$ cat config.mk
export PLATFORM = sky130hd
export DESIGN_NAME = pwrkey_evt_ctl
export DESIGN_NICKNAME = d
export VERILOG_FILES = /design/src/rtl/pbk_pkg.sv /design/src/rtl/pbk_filter.sv /design/src/rtl/pbk_hold_timer.sv /design/src/rtl/pbk_router.sv /design/src/rtl/pwrkey_evt_ctl.sv
export SDC_FILE = /design/constraint.sdc
export NUM_CORES = 1
export LEC_CHECK = 0
export ABC_AREA = 1
export CAP_MARGIN = 40
export CORE_MARGIN = 1.5
export CORE_UTILIZATION = 45
export CTS_BUF_LIST = sky130_fd_sc_hd__clkbuf_4 sky130_fd_sc_hd__clkbuf_8 sky130_fd_sc_hd__clkbuf_16
export CTS_CLUSTER_DIAMETER = 40
export DETAILED_ROUTE_END_ITERATION = 8
export PLACE_DENSITY = 0.81
export SYNTH_ARGS = -nofsm -noshare
export SYNTH_HDL_FRONTEND = slang
export SYNTH_SLANG_ARGS = --single-unit
$ cat constraint.sdc
create_clock -name clk -period 1.1 [get_ports clk]
set_input_delay 0.165 -clock clk [delete_from_list [all_inputs] [get_ports clk]]
set_output_delay 0.165 -clock clk [all_outputs]
set_load 0.01 [all_outputs]
$ cat src/rtl/pbk_pkg.sv
package pbk_pkg;
   typedef enum logic [1:0] {
      PS_RUN     = 2'd0,
      PS_SLEEP   = 2'd1,
      PS_SOFTOFF = 2'd2,
      PS_MECHOFF = 2'd3
   } pbk_state_e;
endpackage

$ cat src/rtl/pbk_filter.sv
module pbk_filter #(
   parameter int SYNC_STAGES = 2,
   parameter int DEB_MS      = 16
) (
   input  logic clk,
   input  logic rst_n,
   input  logic raw_n,
   input  logic tick,
   output logic pressed
);
   localparam int CW = $clog2(DEB_MS + 1);
   localparam logic [CW-1:0] LAST = CW'(DEB_MS - 1);

   initial begin
      if (SYNC_STAGES < 2) $error("pbk_filter: SYNC_STAGES must be >= 2");
      if (DEB_MS < 1)      $error("pbk_filter: DEB_MS must be >= 1");
   end

   logic [SYNC_STAGES-1:0] sync_q;
   logic [CW-1:0]          cnt_q;
   logic                   samp;

   generate
      for (genvar i = 0; i < SYNC_STAGES; i++) begin : g_sync
         if (i == 0) begin : g_first
            always_ff @(posedge clk or negedge rst_n)
               if (!rst_n) sync_q[0] <= 1'b1;
               else        sync_q[0] <= raw_n;
         end else begin : g_rest
            always_ff @(posedge clk or negedge rst_n)
               if (!rst_n) sync_q[i] <= 1'b1;
               else        sync_q[i] <= sync_q[i-1];
         end
      end
   endgenerate

   assign samp = ~sync_q[SYNC_STAGES-1];

   always_ff @(posedge clk or negedge rst_n) begin
      if (!rst_n) begin
         cnt_q   <= '0;
         pressed <= 1'b0;
      end else if (samp == pressed) begin
         cnt_q <= '0;
      end else if (tick) begin
         if (cnt_q == LAST) begin
            pressed <= samp;
            cnt_q   <= '0;
         end else begin
            cnt_q <= cnt_q + 1'b1;
         end
      end
   end
endmodule

$ cat src/rtl/pbk_hold_timer.sv
module pbk_hold_timer #(
   parameter int HOLD_MS = 4000
) (
   input  logic clk,
   input  logic rst_n,
   input  logic pressed,
   input  logic arm,
   input  logic tick,
   output logic fire
);
   localparam int CW = $clog2(HOLD_MS + 1);
   localparam logic [CW-1:0] LAST = CW'(HOLD_MS - 1);

   initial begin
      if (HOLD_MS < 2) $error("pbk_hold_timer: HOLD_MS must be >= 2");
   end

   logic [CW-1:0] cnt_q;
   logic          done_q;

   always_ff @(posedge clk or negedge rst_n) begin
      if (!rst_n) begin
         cnt_q  <= '0;
         done_q <= 1'b0;
         fire   <= 1'b0;
      end else begin
         fire <= 1'b0;
         if (!pressed || !arm) begin
            cnt_q  <= '0;
            done_q <= 1'b0;
         end else if (tick && !done_q) begin
            if (cnt_q == LAST) begin
               fire   <= 1'b1;
               done_q <= 1'b1;
               cnt_q  <= '0;
            end else begin
               cnt_q <= cnt_q + 1'b1;
            end
         end
      end
   end
endmodule

$ cat src/rtl/pbk_router.sv
module pbk_router
   import pbk_pkg::*;
(
   input  logic       clk,
   input  logic       rst_n,
   input  logic       pressed,
   input  pbk_state_e state,
   input  logic       stretch,
   input  logic       sci_sel,
   input  logic       evt_en,
   input  logic       smi_glob_en,
   input  logic       sts_clr,
   output logic       sts,
   output logic       wake,
   output logic       sci_req,
   output logic       smi_req
);
   logic press_q, stretch_q;
   logic edge_hit, stretch_end, sleepy, run_hit, wake_hit, running;

   assign running     = (state == PS_RUN);
   assign sleepy      = (state == PS_SLEEP) || (state == PS_SOFTOFF);
   assign edge_hit    = pressed && !press_q;
   assign stretch_end = stretch_q && !stretch;
   assign run_hit     = running && edge_hit;
   assign wake_hit    = sleepy && !stretch && (edge_hit || (stretch_end && pressed));

   always_ff @(posedge clk or negedge rst_n) begin
      if (!rst_n) begin
         press_q   <= 1'b0;
         stretch_q <= 1'b0;
         sts       <= 1'b0;
         wake      <= 1'b0;
      end else begin
         press_q   <= pressed;
         stretch_q <= stretch;
         wake      <= wake_hit;
         if (run_hit || wake_hit) sts <= 1'b1;
         else if (sts_clr)        sts <= 1'b0;
      end
   end

   assign sci_req = running && sts && evt_en && sci_sel;
   assign smi_req = running && sts && evt_en && !sci_sel && smi_glob_en;
endmodule

$ cat src/rtl/pwrkey_evt_ctl.sv
module pwrkey_evt_ctl
   import pbk_pkg::*;
#(
   parameter int SYNC_STAGES = 2,
   parameter int DEB_MS      = 16,
   parameter int HOLD_MS     = 4000
) (
   input  logic       clk,
   input  logic       rst_n,
   input  logic       btn_raw_n,
   input  logic       ms_tick,
   input  logic [1:0] pwr_state,
   input  logic       sci_sel,
   input  logic       evt_en,
   input  logic       smi_glob_en,
   input  logic       stretch_act,
   input  logic       sts_clr,
   output logic       sci_req,
   output logic       smi_req,
   output logic       wake_req,
   output logic       force_off_req,
   output logic       press_sts,
   output logic       btn_level
);
   initial begin
      if (HOLD_MS <= DEB_MS) $error("pwrkey_evt_ctl: HOLD_MS must exceed DEB_MS");
   end

   pbk_state_e st;
   logic       pressed, arm;

   assign st        = pbk_state_e'(pwr_state);
   assign arm       = (st == PS_RUN) && !stretch_act;
   assign btn_level = pressed;

   pbk_filter #(.SYNC_STAGES(SYNC_STAGES), .DEB_MS(DEB_MS)) u_filt (
      .clk(clk), .rst_n(rst_n), .raw_n(btn_raw_n), .tick(ms_tick), .pressed(pressed)
   );

   pbk_hold_timer #(.HOLD_MS(HOLD_MS)) u_hold (
      .clk(clk), .rst_n(rst_n), .pressed(pressed), .arm(arm), .tick(ms_tick),
      .fire(force_off_req)
   );

   pbk_router u_rte (
      .clk(clk), .rst_n(rst_n), .pressed(pressed), .state(st), .stretch(stretch_act),
      .sci_sel(sci_sel), .evt_en(evt_en), .smi_glob_en(smi_glob_en), .sts_clr(sts_clr),
      .sts(press_sts), .wake(wake_req), .sci_req(sci_req), .smi_req(smi_req)
   );
endmodule

==> flow_summary.yaml <==
power:
  combPwrFrac_pct: 9.0
  power_w: 0.00179
  power_leakage_nw: 0.927
  netSwitchingFraction_pct: 20.6
  vdd_drop_max_uv: 717
  p_int_w: 0.00142
  p_seq_share_pct: 54.7
  p_per_area_mw_per_mm2: 896
  p_sw_w: 0.000370
  p_clk_share_pct: 36.3
setup_path:
  worst_setup_path_end_kind: "primary output"
  cp-start-kind: "input port"
  cp_slowest_stage_delay_ps: 400
  crit_required_ps: 940
  timing.rr.start: "u_hold.cnt_q[5]"
  r2r-end: "u_hold.cnt_q[1]"
  critical_path_arrival_ps: 1160
  crit_fanout: 2
  reg2reg_slack_ps: -220
  worstSetupPathType: "in2out"
  path_cells: "clkdlybuf4s50_1 > inv_1 > ha_4 > nand3_4 > nor2_2 > buf_2"
  cp_slowest_cell: "clkdlybuf4s50_1"
  ff2ff_path_depth: 8
cts:
  cts_inserted_buffers: 3
  cts_sinks: 26
  cts_root_buffer: "clkbuf_4"
  clk_path_buf_depth: 2
  worstSkewPairLatency_ps: 330
  cts_tree: "built"
  h-tree-depth: 1
  clk_pin_slew_worst_paths_ps: 130
sta:
  max_freq_mhz: 755
  max_slew_margin_pct: 75.7
  setup_slack_ps: -224
  timing_hold_violations_final: 0
  worst-slew-pin-transition_ps: 363
  rsz0062_at_grt: "true"
  drv_slew: 0
  fin_crit_ps: 1320
  clock_skew_ps: 12.2
  setup_violations: 24
  period_share_pct: 120
grt:
  grt_max_degree: 17
  antenna_found_initial: 0
  grt_pass1_wl_um: 5880
  grt_pass1_vias: 1343
  grt-ovfl-total: 0
  grt_usage_pct: 23.2
yosys:
  synth-compound-area-share_pct: 6.23
  ys_ff_latch: 26
  syn_area_mm2: 0.00135
  synth_top_area_share_pct: 44.6
  synth_edf_count: 0
  syn_avg_cell_area_um2: 8.06
  ys_types: 25
  synth_top_family_by_area: "simple AND/OR/NAND/NOR gates"
  synth_xor_xnor_area_share_pct: 3.81
  async_reset_ff_share_pct: 100
  synthAdderAreaFrac_pct: 2.79
  yosys_warnings: 0
  synth_ff_type: "dfrtp_1"
  yosysSeqAreaShare_pct: 48.5
  synthMuxAreaShare_pct: 0
  yosysMostFrequentCell: "nand2_1"
  netlist.top_cell.by_area: "dfrtp_1"
  syn_inst: 167
  synth.top_cells.by_area: "dfrtp_1 (45%), nand2_1 (13%), nor2_1 (6.7%)"
  synth-simple-area-share_pct: 32.5
  syn_nets: 181
  yosys-top-cells-count: "nand2_1 (45), dfrtp_1 (24), nor2_1 (24), inv_1 (20), nand3_1 (17)"
floorplanning:
  die_h_um: 57.7
  die_w_um: 57.7
  core_area_mm2: 0.00281
  start_util_pct: 48.0
  row_count: 19
  ios: 17
  die_area_mm2: 0.00333
placed_design:
  place_congestion: 0.933
  dp_hpwl_um: 2140
  place_area_mm2: 0.00171
  place_ws_ps: -567
  place.port_buffers: 16
final_layout:
  n_fill_cell: 185
  area_growth_pct: 48.8
  fin_area_mm2: 0.00200
  drive_above_1_share_pct: 38.0
  num_antenna_cells: 0
  fin_nets: 231
worst_hold_path:
  hp-class: "in2reg"
  hold_path_end: "u_filt.sync_q[0]"
  holdPathStages: 1
  worstHoldStart: "btn_raw_n"
routing:
  wl_per_cell_um: 15.0
  vias: 1322
  drtIter0Drc: 47
  antenna_left: 0
  drc: 3
  dr.pass1.iters: 6
  routed_via_density: 5.35
  routed_wl_um: 3700
outcome:
  violations: "DRC, setup timing"
  status: "finished, violations left"
job:
  cap_violations: 0
cell type report:
type	count	area (um2)	share of cell area (%)
Clock buffer	3	22.5	1.12
Clock inverter	1	30.0	1.50
Inverter	22	82.6	4.12
Multi-Input combinational cell	119	776	38.7
Sequential cell	26	654	32.7
Tap cell	31	38.8	1.94
Timing Repair Buffer	45	399	19.9
cells in the final DEF, fill, tap and decap left out, types with 2 or more instances in the layout:
| cell type | count |
|---|---|
| buf_2 | 3 |
| buf_4 | 19 |
| buf_6 | 10 |
| clkbuf_4 | 3 |
| clkdlybuf4s50_1 | 9 |
| dfrtp_1 | 23 |
| dfstp_2 | 2 |
| ha_4 | 2 |
| inv_1 | 16 |
| inv_2 | 6 |
| nand2_1 | 37 |
| nand2_2 | 7 |
| nand2_4 | 4 |
| nand3_1 | 10 |
| nand3_2 | 5 |
| nand3_4 | 2 |
| nand4_1 | 3 |
| nor2_1 | 16 |
| nor2_2 | 5 |
| nor2_4 | 6 |
| o211ai_1 | 2 |
| o21ai_1 | 4 |
| xor2_1 | 4 |
worst max path at each step:
stage,from,to,slack (ps),depth (start not counted)
finish,pwr_state[0],sci_req,-220,6
global route,u_hold.cnt_q[1],u_hold.cnt_q[4],-330,6
CTS,u_hold.cnt_q[0],u_hold.cnt_q[10],-160,7
detailed placement,pwr_state[1],smi_req,-570,6
global placement,pwr_state[0],sci_req,-530,6
floorplan,u_hold.cnt_q[0],u_hold.cnt_q[4],-70,6
critical path, delay by kind of cell:
family | cells | cell delay, ps
simple gates | 2 | 200
fa+ha+maj | 1 | 160
buf+inv | 3 | 630
power groups by stage:
stage               clock network (W)  registers (W)   logic, W
global placement                    0       0.000996   0.000117
CTS                          0.000661       0.000980   0.000139
finish                       0.000652       0.000981   0.000162
detailed placement                  0       0.000997   0.000122
global route                 0.000709       0.000982   0.000175
floorplan                           0       0.000996  0.0000344
cells by family after synthesis:
| family | Yosys count |
|---|---|
| buffers and inverters | 22 |
| AOI/OAI and AO/OA | 13 |
| and+or+nand+nor | 98 |
| adders and majority gates | 3 |
| xor gates and xnor gates | 5 |
| DFF | 26 |
metal layers:
layer / routed length, um / GRT usage, %
met4: 66 / 9.63
met1: 1480 / 28.7
met3: 181 / 3.57
met2: 1980 / 40.3
met5: 0 / 0
per-stage QoR:
stage	instances	util (%)	hold WS [ps]	setup TNS (ps)
after floorplan	167	-	-131	-498
after global placement	233	61.0	344	-8070
after detailed placement	233	61.0	344	-8940
after CTS	246	67.1	227	-2270
after global routing	247	71.4	216	-4860
final	247	71.4	236	-3230
state kept, by name (all words and copies together) (netlist names):
name,count
u_filt.pressed,1
u_hold.done_q,1
u_rte.stretch_q,1
u_rte.press_q,1
u_filt.cnt_q,5
u_filt.sync_q,2
u_hold.cnt_q,12
u_rte.wake,1
u_rte.sts,1
u_hold.fire,1
timing repair:
item / in CTS / in global routing
setup buffers: 8 / 4
hold endpoints to repair: 1 / 0
setup endpoints to repair: 25 / 26
pin swaps: 11 / 12
resized for setup: 44 / 29
hold buffers: 1 / 0
No activity file was read; power rests on OpenSTA's default activity.
